### src/rtl/csc_pkg.sv
package csc_pkg;

  localparam int FRAC_BITS = 10;
  localparam int COEF_W = 13;

  typedef logic signed [COEF_W-1:0] coef_t;

  typedef enum logic [1:0] {
    MODE_RGB2YCC = 2'd0,
    MODE_YCC2RGB = 2'd1,
    MODE_RGB2YUV = 2'd2,
    MODE_YUV2RGB = 2'd3
  } cscMode_e;

  // Strobes from control to datapath
  typedef struct packed {
    logic     ld1;
    logic     ld2;
    logic     ld3;
    cscMode_e macMode;
    cscMode_e clampMode;
  } cscStrobe_t;

  // Matrix entry for output row (idx/3) and input column (idx%3), scaled by 2^10
  function automatic coef_t coefOf(input cscMode_e m, input logic [3:0] idx);
    coef_t k;
    k = '0;
    unique case (m)
      MODE_RGB2YCC:
        case (idx)
          4'd0: k = 13'sd263;   4'd1: k = 13'sd516;   4'd2: k = 13'sd100;
          4'd3: k = 13'sd450;   4'd4: k = -13'sd377;  4'd5: k = -13'sd73;
          4'd6: k = -13'sd152;  4'd7: k = -13'sd298;  4'd8: k = 13'sd450;
          default: k = '0;
        endcase
      MODE_YCC2RGB:
        case (idx)
          4'd0: k = 13'sd1192;  4'd1: k = 13'sd1634;  4'd2: k = 13'sd0;
          4'd3: k = 13'sd1192;  4'd4: k = -13'sd833;  4'd5: k = -13'sd401;
          4'd6: k = 13'sd1192;  4'd7: k = 13'sd0;     4'd8: k = 13'sd2065;
          default: k = '0;
        endcase
      MODE_RGB2YUV:
        case (idx)
          4'd0: k = 13'sd306;   4'd1: k = 13'sd601;   4'd2: k = 13'sd117;
          4'd3: k = -13'sd151;  4'd4: k = -13'sd296;  4'd5: k = 13'sd446;
          4'd6: k = 13'sd630;   4'd7: k = -13'sd527;  4'd8: k = -13'sd102;
          default: k = '0;
        endcase
      MODE_YUV2RGB:
        case (idx)
          4'd0: k = 13'sd1024;  4'd1: k = 13'sd0;     4'd2: k = 13'sd1167;
          4'd3: k = 13'sd1024;  4'd4: k = -13'sd403;  4'd5: k = -13'sd595;
          4'd6: k = 13'sd1024;  4'd7: k = -13'sd2081; 4'd8: k = 13'sd0;
          default: k = '0;
        endcase
    endcase
    return k;
  endfunction

endpackage

### src/rtl/csc_ctrl.sv
module csc_ctrl
  import csc_pkg::*;
(
  input  logic       clk,
  input  logic       rst,
  input  logic       validIn,
  input  cscMode_e   modeIn,
  output cscStrobe_t strb,
  output logic       validOut
);

  logic     vStage1, vStage2, vStage3;
  cscMode_e modeStage1, modeStage2;

  always_ff @(posedge clk) begin
    if (rst) begin
      vStage1    <= 1'b0;
      vStage2    <= 1'b0;
      vStage3    <= 1'b0;
      modeStage1 <= MODE_RGB2YCC;
      modeStage2 <= MODE_RGB2YCC;
    end else begin
      vStage1 <= validIn;
      vStage2 <= vStage1;
      vStage3 <= vStage2;
      if (validIn) modeStage1 <= modeIn;
      if (vStage1) modeStage2 <= modeStage1;
    end
  end

  always_comb begin
    strb.ld1       = validIn;
    strb.ld2       = vStage1;
    strb.ld3       = vStage2;
    strb.macMode   = modeStage1;
    strb.clampMode = modeStage2;
  end

  assign validOut = vStage3;


  valid_latency_chk: assert property (@(posedge clk) disable iff (rst)
    validIn |-> ##3 validOut);


  idle_latency_chk: assert property (@(posedge clk) disable iff (rst)
    !validIn |-> ##3 !validOut);


  reset_clear_chk: assert property (@(posedge clk)
    rst |=> !validOut);

endmodule

### src/rtl/csc_datapath.sv
module csc_datapath
  import csc_pkg::*;
#(
  parameter int PIX_W = 8
) (
  input  logic             clk,
  input  logic             rst,
  input  cscStrobe_t       strb,
  input  logic [PIX_W-1:0] din0,
  input  logic [PIX_W-1:0] din1,
  input  logic [PIX_W-1:0] din2,
  output logic [PIX_W-1:0] dout0,
  output logic [PIX_W-1:0] dout1,
  output logic [PIX_W-1:0] dout2
);

  localparam int OPD_W    = PIX_W + 2;
  localparam int ACC_W    = OPD_W + COEF_W + 2;
  localparam int SH_W     = ACC_W - FRAC_BITS;
  localparam int LUMA_OFF = 1 << (PIX_W - 4);
  localparam int MID_OFF  = 1 << (PIX_W - 1);
  localparam int HALF_LSB = 1 << (FRAC_BITS - 1);
  localparam logic signed [SH_W-1:0] U_HI = SH_W'((1 << PIX_W) - 1);
  localparam logic signed [SH_W-1:0] S_HI = SH_W'(MID_OFF - 1);
  localparam logic signed [SH_W-1:0] S_LO = SH_W'(-MID_OFF);

  logic [PIX_W-1:0]        dinArr [3];
  logic [PIX_W-1:0]        inReg  [3];
  logic signed [OPD_W-1:0] opd    [3];
  logic signed [ACC_W-1:0] accNext[3];
  logic signed [ACC_W-1:0] accReg [3];
  logic [PIX_W-1:0]        satNext[3];
  logic [PIX_W-1:0]        outReg [3];

  assign dinArr[0] = din0;
  assign dinArr[1] = din1;
  assign dinArr[2] = din2;

  // Stage 1: input capture
  always_ff @(posedge clk) begin
    if (rst) begin
      for (int i = 0; i < 3; i++) inReg[i] <= '0;
    end else if (strb.ld1) begin
      for (int i = 0; i < 3; i++) inReg[i] <= dinArr[i];
    end
  end

  // Operand forming: input offset removal or signed chroma
  always_comb begin
    for (int l = 0; l < 3; l++) begin
      if (strb.macMode == MODE_YUV2RGB && l != 0)
        opd[l] = OPD_W'($signed(inReg[l]));
      else if (strb.macMode == MODE_YCC2RGB)
        opd[l] = $signed({2'b00, inReg[l]}) - $signed(OPD_W'((l == 0) ? LUMA_OFF : MID_OFF));
      else
        opd[l] = $signed({2'b00, inReg[l]});
    end
  end

  // Multiply-accumulate with output offset and rounding constant
  always_comb begin
    for (int r = 0; r < 3; r++) begin
      accNext[r] = $signed(ACC_W'(HALF_LSB));
      if (strb.macMode == MODE_RGB2YCC)
        accNext[r] = accNext[r] + $signed(ACC_W'(((r == 0) ? LUMA_OFF : MID_OFF) << FRAC_BITS));
      for (int c = 0; c < 3; c++)
        accNext[r] = accNext[r] + ACC_W'(coefOf(strb.macMode, 4'(r * 3 + c))) * ACC_W'(opd[c]);
    end
  end

  // Stage 2: accumulator register
  always_ff @(posedge clk) begin
    if (rst) begin
      for (int i = 0; i < 3; i++) accReg[i] <= '0;
    end else if (strb.ld2) begin
      for (int i = 0; i < 3; i++) accReg[i] <= accNext[i];
    end
  end

  // Scale down and saturate
  always_comb begin
    for (int r = 0; r < 3; r++) begin
      logic signed [SH_W-1:0] sh;
      sh = SH_W'(accReg[r] >>> FRAC_BITS);
      if (strb.clampMode == MODE_RGB2YUV && r != 0) begin
        if (sh > S_HI)      satNext[r] = S_HI[PIX_W-1:0];
        else if (sh < S_LO) satNext[r] = S_LO[PIX_W-1:0];
        else                satNext[r] = sh[PIX_W-1:0];
      end else begin
        if (sh < 0)         satNext[r] = '0;
        else if (sh > U_HI) satNext[r] = U_HI[PIX_W-1:0];
        else                satNext[r] = sh[PIX_W-1:0];
      end
    end
  end

  // Stage 3: output register
  always_ff @(posedge clk) begin
    if (rst) begin
      for (int i = 0; i < 3; i++) outReg[i] <= '0;
    end else if (strb.ld3) begin
      for (int i = 0; i < 3; i++) outReg[i] <= satNext[i];
    end
  end

  assign dout0 = outReg[0];
  assign dout1 = outReg[1];
  assign dout2 = outReg[2];


  hold_out_chk: assert property (@(posedge clk) disable iff (rst)
    !strb.ld3 |=> ($stable(dout0) && $stable(dout1) && $stable(dout2)));


  ycc_range_chk: assert property (@(posedge clk) disable iff (rst)
    (strb.ld3 && strb.clampMode == MODE_RGB2YCC) |=>
      (dout0 >= PIX_W'(LUMA_OFF) && dout0 <= PIX_W'((1 << PIX_W) - 21) &&
       dout1 >= PIX_W'(LUMA_OFF) && dout1 <= PIX_W'((1 << PIX_W) - 16) &&
       dout2 >= PIX_W'(LUMA_OFF) && dout2 <= PIX_W'((1 << PIX_W) - 16)));

endmodule

### src/rtl/pixel_space_conv.sv
module pixel_space_conv
  import csc_pkg::*;
#(
  parameter int PIX_W = 8
) (
  input  logic             clk,
  input  logic             rst,
  input  logic             validIn,
  input  logic [1:0]       modeIn,
  input  logic [PIX_W-1:0] chanIn0,
  input  logic [PIX_W-1:0] chanIn1,
  input  logic [PIX_W-1:0] chanIn2,
  output logic             validOut,
  output logic [PIX_W-1:0] chanOut0,
  output logic [PIX_W-1:0] chanOut1,
  output logic [PIX_W-1:0] chanOut2
);

  cscStrobe_t strb;

  csc_ctrl u_ctrl (
    .clk      (clk),
    .rst      (rst),
    .validIn  (validIn),
    .modeIn   (cscMode_e'(modeIn)),
    .strb     (strb),
    .validOut (validOut)
  );

  csc_datapath #(.PIX_W(PIX_W)) u_dp (
    .clk   (clk),
    .rst   (rst),
    .strb  (strb),
    .din0  (chanIn0),
    .din1  (chanIn1),
    .din2  (chanIn2),
    .dout0 (chanOut0),
    .dout1 (chanOut1),
    .dout2 (chanOut2)
  );

endmodule

### config.mk
export PLATFORM = sky130hd
export DESIGN_NAME = pixel_space_conv
export DESIGN_NICKNAME = d
export VERILOG_FILES = /design/src/rtl/csc_pkg.sv /design/src/rtl/csc_ctrl.sv /design/src/rtl/csc_datapath.sv /design/src/rtl/pixel_space_conv.sv
export SDC_FILE = /design/constraint.sdc
export NUM_CORES = 2
export LEC_CHECK = 0
export BUFFER_PORTS_ARGS = -buffer_cell sky130_fd_sc_hd__buf_2
export CAP_MARGIN = 20
export CORE_MARGIN = 2
export CORE_UTILIZATION = 50
export DETAILED_ROUTE_END_ITERATION = 7
export HOLD_SLACK_MARGIN = 0.05
export PLACE_DENSITY = 0.68
export SLEW_MARGIN = 20
export SYNTH_ARGS = -nofsm -noshare
export SYNTH_HDL_FRONTEND = slang
export SYNTH_SLANG_ARGS = --single-unit
### constraint.sdc
create_clock -name clk -period 13.3 [get_ports clk]
set_clock_uncertainty 0.05 [all_clocks]
set_input_delay 1.995 -clock clk [delete_from_list [all_inputs] [get_ports clk]]
set_output_delay 1.995 -clock clk [all_outputs]
set_load 0.03 [all_outputs]
# --- Word-level counts from Yosys, hierarchy flattened ---
# Memories as Yosys holds them, arrays and structs flattened.
# Cells that the tools add are included.
word_totals:
  regBits: 7
  ram_bits: 123
  out_inout_bits: 25
  n_memories: 3
op_classes:
  addsub: 12
  n_mul: 9
  n_lt_le_gt_ge: 10
  n_eq_ne: 4
  muxes: 48
  n_bitwise: 9
  n_reduce_logical: 1
mem_list:
  columns: ["memory", "words", "word_bits", "read_ports", "rd_ports_with_merged_regs", "write_ports", "line_no", "text"]
  rows:
  - ["u_dp.accReg", 3, 25, 3, 0, 3, "csc_datapath.sv:31", "logic signed [ACC_W-1:0] accReg [3];"]
  - ["u_dp.inReg", 3, 8, 3, 0, 3, "csc_datapath.sv:28", "logic [PIX_W-1:0] inReg [3];"]
  - ["u_dp.outReg", 3, 8, 3, 0, 3, "csc_datapath.sv:33", "logic [PIX_W-1:0] outReg [3];"]
ops:
  columns: ["operator", "count"]
  rows:
  - ["$pmux 13 s4", 9]
  - ["$mul 13x10->23", 9]
  - ["$add 25x25->25", 6]
  - ["$mux 8", 18]
  - ["$mux 25", 3]
  - ["$add 19x25->25", 2]
  - ["$mux 10", 5]
  - ["$gt 15x9->1 const B", 3]
  - ["$lt 15x1->1 const B", 3]
  - ["$gt 15x8->1 const B", 2]
  - ["$lt 15x8->1 const B", 2]
  - ["$add 16x25->25", 1]
  - ["$mux 18", 1]
  - ["$sub 8x8->9 const B", 2]
  - ["$mux 15", 1]
  - ["$mux 1", 11]
  - ["$or 1x1->1", 9]
  - ["$sub 8x5->9 const B", 1]
  - ["$eq 2x2->1 const B", 3]
  - ["$eq 2x1->1 const B", 1]
  - ["$logic_not 2->1", 1]

# --- Logic depth before layout (Yosys ltp) ---
# An unclocked memory read counts as a cell.
depth:
  depth_word: 8
  depth_mapped: 41
  depth_no_buf: 38

# --- Hierarchy ---
# From an unflattened synthesis, not the netlist that was laid out.
unflattened:
  cells_unflattened: 3906
  area_unflattened_um2: 39798.2
by_module_without_submodules:
  columns: ["module", "n_inst", "cells_per_inst", "area_each_um2", "seq_area_each_um2"]
  rows:
  - ["csc_datapath", 1, 3885, 39559.2, 2792.7]
  - ["csc_ctrl", 1, 21, 239.0, 140.1]

# --- Worst setup path before layout ---
# No wires, ideal clock.
synth_path:
  path_type: "flip-flop to flip-flop"
  from: "register u_ctrl.modeStage1[1]"
  to: "memory u_dp.accReg[0][49] in the netlist's numbering (data pin)"
  setup_time_ns: 0.266
  arrival_ns: 9.229
  required_time_ns: 12.984
  path_slack_ns: 3.755
  path_stages_with_launch: 41
  n_path_buf: 4
  synth_period_minus_slack_ns: 9.545
  cell_sequence: "dfxtp_1 -> clkbuf_1 -> inv_1 -> clkbuf_1 -> ha_1 -> buf_2 -> nand2_1 -> o21ai_1 -> inv_1 -> clkbuf_1 -> nor2_1 -> nor2_1 -> fa_1 -> fa_1 -> inv_1 -> fa_1 -> fa_1 -> inv_1 -> [... 5 more ...] -> nor3_1 -> a211oi_1 -> or3_1 -> a21oi_1 -> xnor2_1 -> fa_1 -> inv_1 -> fa_1 -> inv_1 -> ha_1 -> a21o_1 -> a21oi_1 -> a21oi_1 -> a31o_2 -> o41a_1 -> a31oi_1 -> xnor2_1 -> nor2_1"
synth_lines:
  columns: ["item", "line_no", "text"]
  rows:
  - ["start: declaration", "csc_ctrl.sv:13", "cscMode_e modeStage1, modeStage2;"]
  - ["start signal: assignment", "csc_ctrl.sv:26", "if (validIn) modeStage1 <= modeIn;"]
  - ["end: declaration", "csc_datapath.sv:31", null]

==> impl_metrics.toml <==
[run_status]
outcome = "finished, final reports clean"

[setup_path]
critPathSlowestCell = "nor3_1"
crit_type = "flop to flop"
end_kind = "flop"
crit_arrival_ns = 11.43
endpoint = "u_dp.accReg[0][24]$_SDFFCE_PN0P_"
regToRegStartpoint = "u_ctrl.modeStage1[1]$_SDFFE_PP0P_"
crit_start = "u_ctrl.modeStage1[1]$_SDFFE_PP0P_"
r2r-end = "u_dp.accReg[0][24]$_SDFFCE_PN0P_"
start_kind = "flop"
rr_worst_depth = 36
reg2reg_slack_ns = 1.95
slowest_delay_ns = 0.95
required_ns = 13.38
cp_max_fo = 15

[route]
vias = 29887
routed_wl_um = 114000
dr.pass1.iters = 6
drt_iter0_markers = 2152
antenna_left = 0
viasPerCell = 5.20
post_drt_wl_per_cell_um = 19.8
drc = 0

[global_routing]
grt_overflow_total = 0
grt_antenna_before_repair = 2
grt_usage_pct = 26.8
grt_pass1_vias = 31528
grt_max_degree = 46
grt_pass1_wl_um = 181000

[place]
dp_hpwl_um = 101000
port-buffer-count = 53
globalplace.congestion = 0.962

[sta]
finalCriticalPeriod_ns = 11.35
setup_tns_ns = 0
fin_crit_sh_pct = 85.3
max_slew.worst_pin.slew_ns = 1.15
hold_viol = 0
clock.fmax_mhz = 88.1
rsz0062_at_grt = "no"
worst_slew_margin_rel_pct = 22.8
drv_slew = 0
setup_viol = 0

[die]
chipHeight_um = 297
core_mm2 = 0.0850
io_pins = 54
start_util_pct = 50.4
die_area_mm2 = 0.0881
num_rows = 107
fp.dieW_um = 297

[synthesis]
syn_inst = 4575
netlist_area_mm2 = 0.0429
synth-edff-count = 93
synth_top_area_share_pct = 37.4
ys_warn_count = 0
synth.distinct_cells = 68
ys_async_sr_fraction_pct = 0
yosys-top-cells-area = "fa_1 37%, ha_1 22%, inv_1 11%, edfxtp_1 6.5%, xnor2_1 3.3%"
yosys.area.top_type = "fa_1"
synth_ff_type = "edfxtp_1"
ys_ff_latch = 100
syn_area_per_cell_um2 = 9.37
seq_area_frac_synth_pct = 6.84

[cells_and_area]
multiInputGateArea_mm2 = 0.0348
seqCellArea_mm2 = 0.00293
layout_commonest_cell = "inv_1"
final_cell_mix = "1289 x inv_1, 801 x fa_1, 758 x ha_1, 243 x nor2_1, 184 x nand2_1"
syn_to_final_growth_pct = 4.63
nets = 6189
final_layout_size_suffix_gt1_share_pct = 3.08
n_fill_cell = 7809

[clock_network]
h-tree-depth = 3
ctsHoldBuffers = 0
clock_sinks = 100
cts_max_path_buffers = 2
cts_setup_buffers = 0
cts_buffers = 9
clk_latency_ns = 0.42
cts_tree = "built"
path_clk_slew_ns = 0.08
ctsResizeCount = 0
cts-root-buf = "clkbuf_16"

[worst_hold_path]
hold_path.class = "flop to flop"

[job]
maxCapViolations = 0
-- worst min-delay path by stage --
stage | end | from | cells after the start | slack, ns
2_1_floorplan | u_ctrl.modeStage2[1]$_SDFFE_PP0P_ | u_ctrl.modeStage2[1]$_SDFFE_PP0P_ | 2 | 0.40
3_3_place_gp | u_ctrl.modeStage2[1]$_SDFFE_PP0P_ | u_ctrl.modeStage2[1]$_SDFFE_PP0P_ | 2 | 0.42
3_5_place_dp | u_ctrl.modeStage2[1]$_SDFFE_PP0P_ | u_ctrl.modeStage2[1]$_SDFFE_PP0P_ | 2 | 0.43
4_1_cts | u_ctrl.modeStage2[1]$_SDFFE_PP0P_ | u_ctrl.modeStage2[1]$_SDFFE_PP0P_ | 2 | 0.45
5_1_grt | u_ctrl.modeStage2[1]$_SDFFE_PP0P_ | u_ctrl.modeStage2[1]$_SDFFE_PP0P_ | 2 | 0.49
6_report | u_ctrl.modeStage2[1]$_SDFFE_PP0P_ | u_ctrl.modeStage2[1]$_SDFFE_PP0P_ | 2 | 0.45
-- worst max-delay path, delay by kind of cell (launching register included) --
family | cells | cell delay (ns)
AOI/OAI and AO/OA | 11 | 2.12
xor gates and xnor gates | 2 | 0.37
adders and majority gates | 10 | 4.47
buffers and inverters | 7 | 1.54
DFF | 1 | 0.49
and+or+nand+nor | 6 | 2.00
-- per-layer routing --
layer  track usage, %  vias up  wire length [um]
met5                0        -                 0
met4             8.06        0              3640
met3             5.72      149              9350
met2             40.8      990             49300
met1             38.4    14591             51300
li1                 -    14157                 -
-- area by class of cell --
type	instances	area share, %
Inverter	1293	10.8
Timing Repair Buffer	81	1.06
Tap cell	1144	3.19
Clock buffer	10	0.511
Sequential cell	100	6.54
Antenna cell	1	0.00558
Clock inverter	5	0.190
Multi-Input combinational cell	3115	77.7
-- through the flow --
| step | hold WS (ns) | utilization, % | std cells | worst slack [ns] | instance area (um2) |
|---|---|---|---|---|---|
| final | 0.452 | 52.7 | 5749 | 1.95 | 44800 |
| after CTS | 0.455 | 52.7 | 5748 | 2.24 | 44800 |
| after global routing | 0.493 | 52.7 | 5749 | 1.46 | 44800 |
| after detailed placement | 0.435 | 52.4 | 5733 | 2.32 | 44500 |
| after floorplan | 0.402 | - | 4580 | 3.75 | 42900 |
| after global placement | 0.419 | 52.4 | 5733 | 2.38 | 44500 |
-- synth_stat cells (4+ instances only) --
master	instances
nor2_1	243
edfxtp_1	93
mux2i_1	4
o21ai_0	60
a211o_1	7
o21bai_1	23
nor2b_1	62
clkinv_1	4
o31ai_1	9
dfxtp_1	7
nand2_1	184
or3_1	15
o22ai_1	5
o41ai_1	4
o211a_1	5
ha_1	759
a41oi_1	4
xnor2_1	163
and2_1	89
o41a_1	4
o2111ai_1	7
nor4_1	5
fa_1	801
inv_1	1289
xor2_1	77
nand4_1	14
clkbuf_1	66
a31o_2	7
o21ai_1	5
a211oi_1	12
buf_1	5
a21o_1	59
nand3_1	38
nand2b_1	75
a21oi_1	171
nor3_1	49
or2_2	27
o21a_1	34
a31oi_1	15
and3_1	22
o211ai_1	8
-- flip-flops by register name, summed over array words and instances, names as in the netlist --
signal,count
u_ctrl.modeStage1,2
u_ctrl.modeStage2,2
u_ctrl.vStage1,1
u_ctrl.vStage2,1
u_ctrl.validOut,1
u_dp.accReg,45
u_dp.inReg,24
u_dp.outReg,24
-- cells by family after synthesis --
logic type                 after synthesis  synth area share, %
buffers and inverters                 1365                 12.0
adders and majority gates             1560                 59.6
muxes                                    4               0.0934
AOI/OAI and AO/OA                      469                 7.12
DFF                                    100                 6.84
xor gates and xnor gates               240                 4.90
and+or+nand+nor                        835                 9.49
other                                    2               0.0175
Power is left out: the tool's default activity adds up to more than one toggle a clock period on the data nets, which glitch-free logic cannot reach.
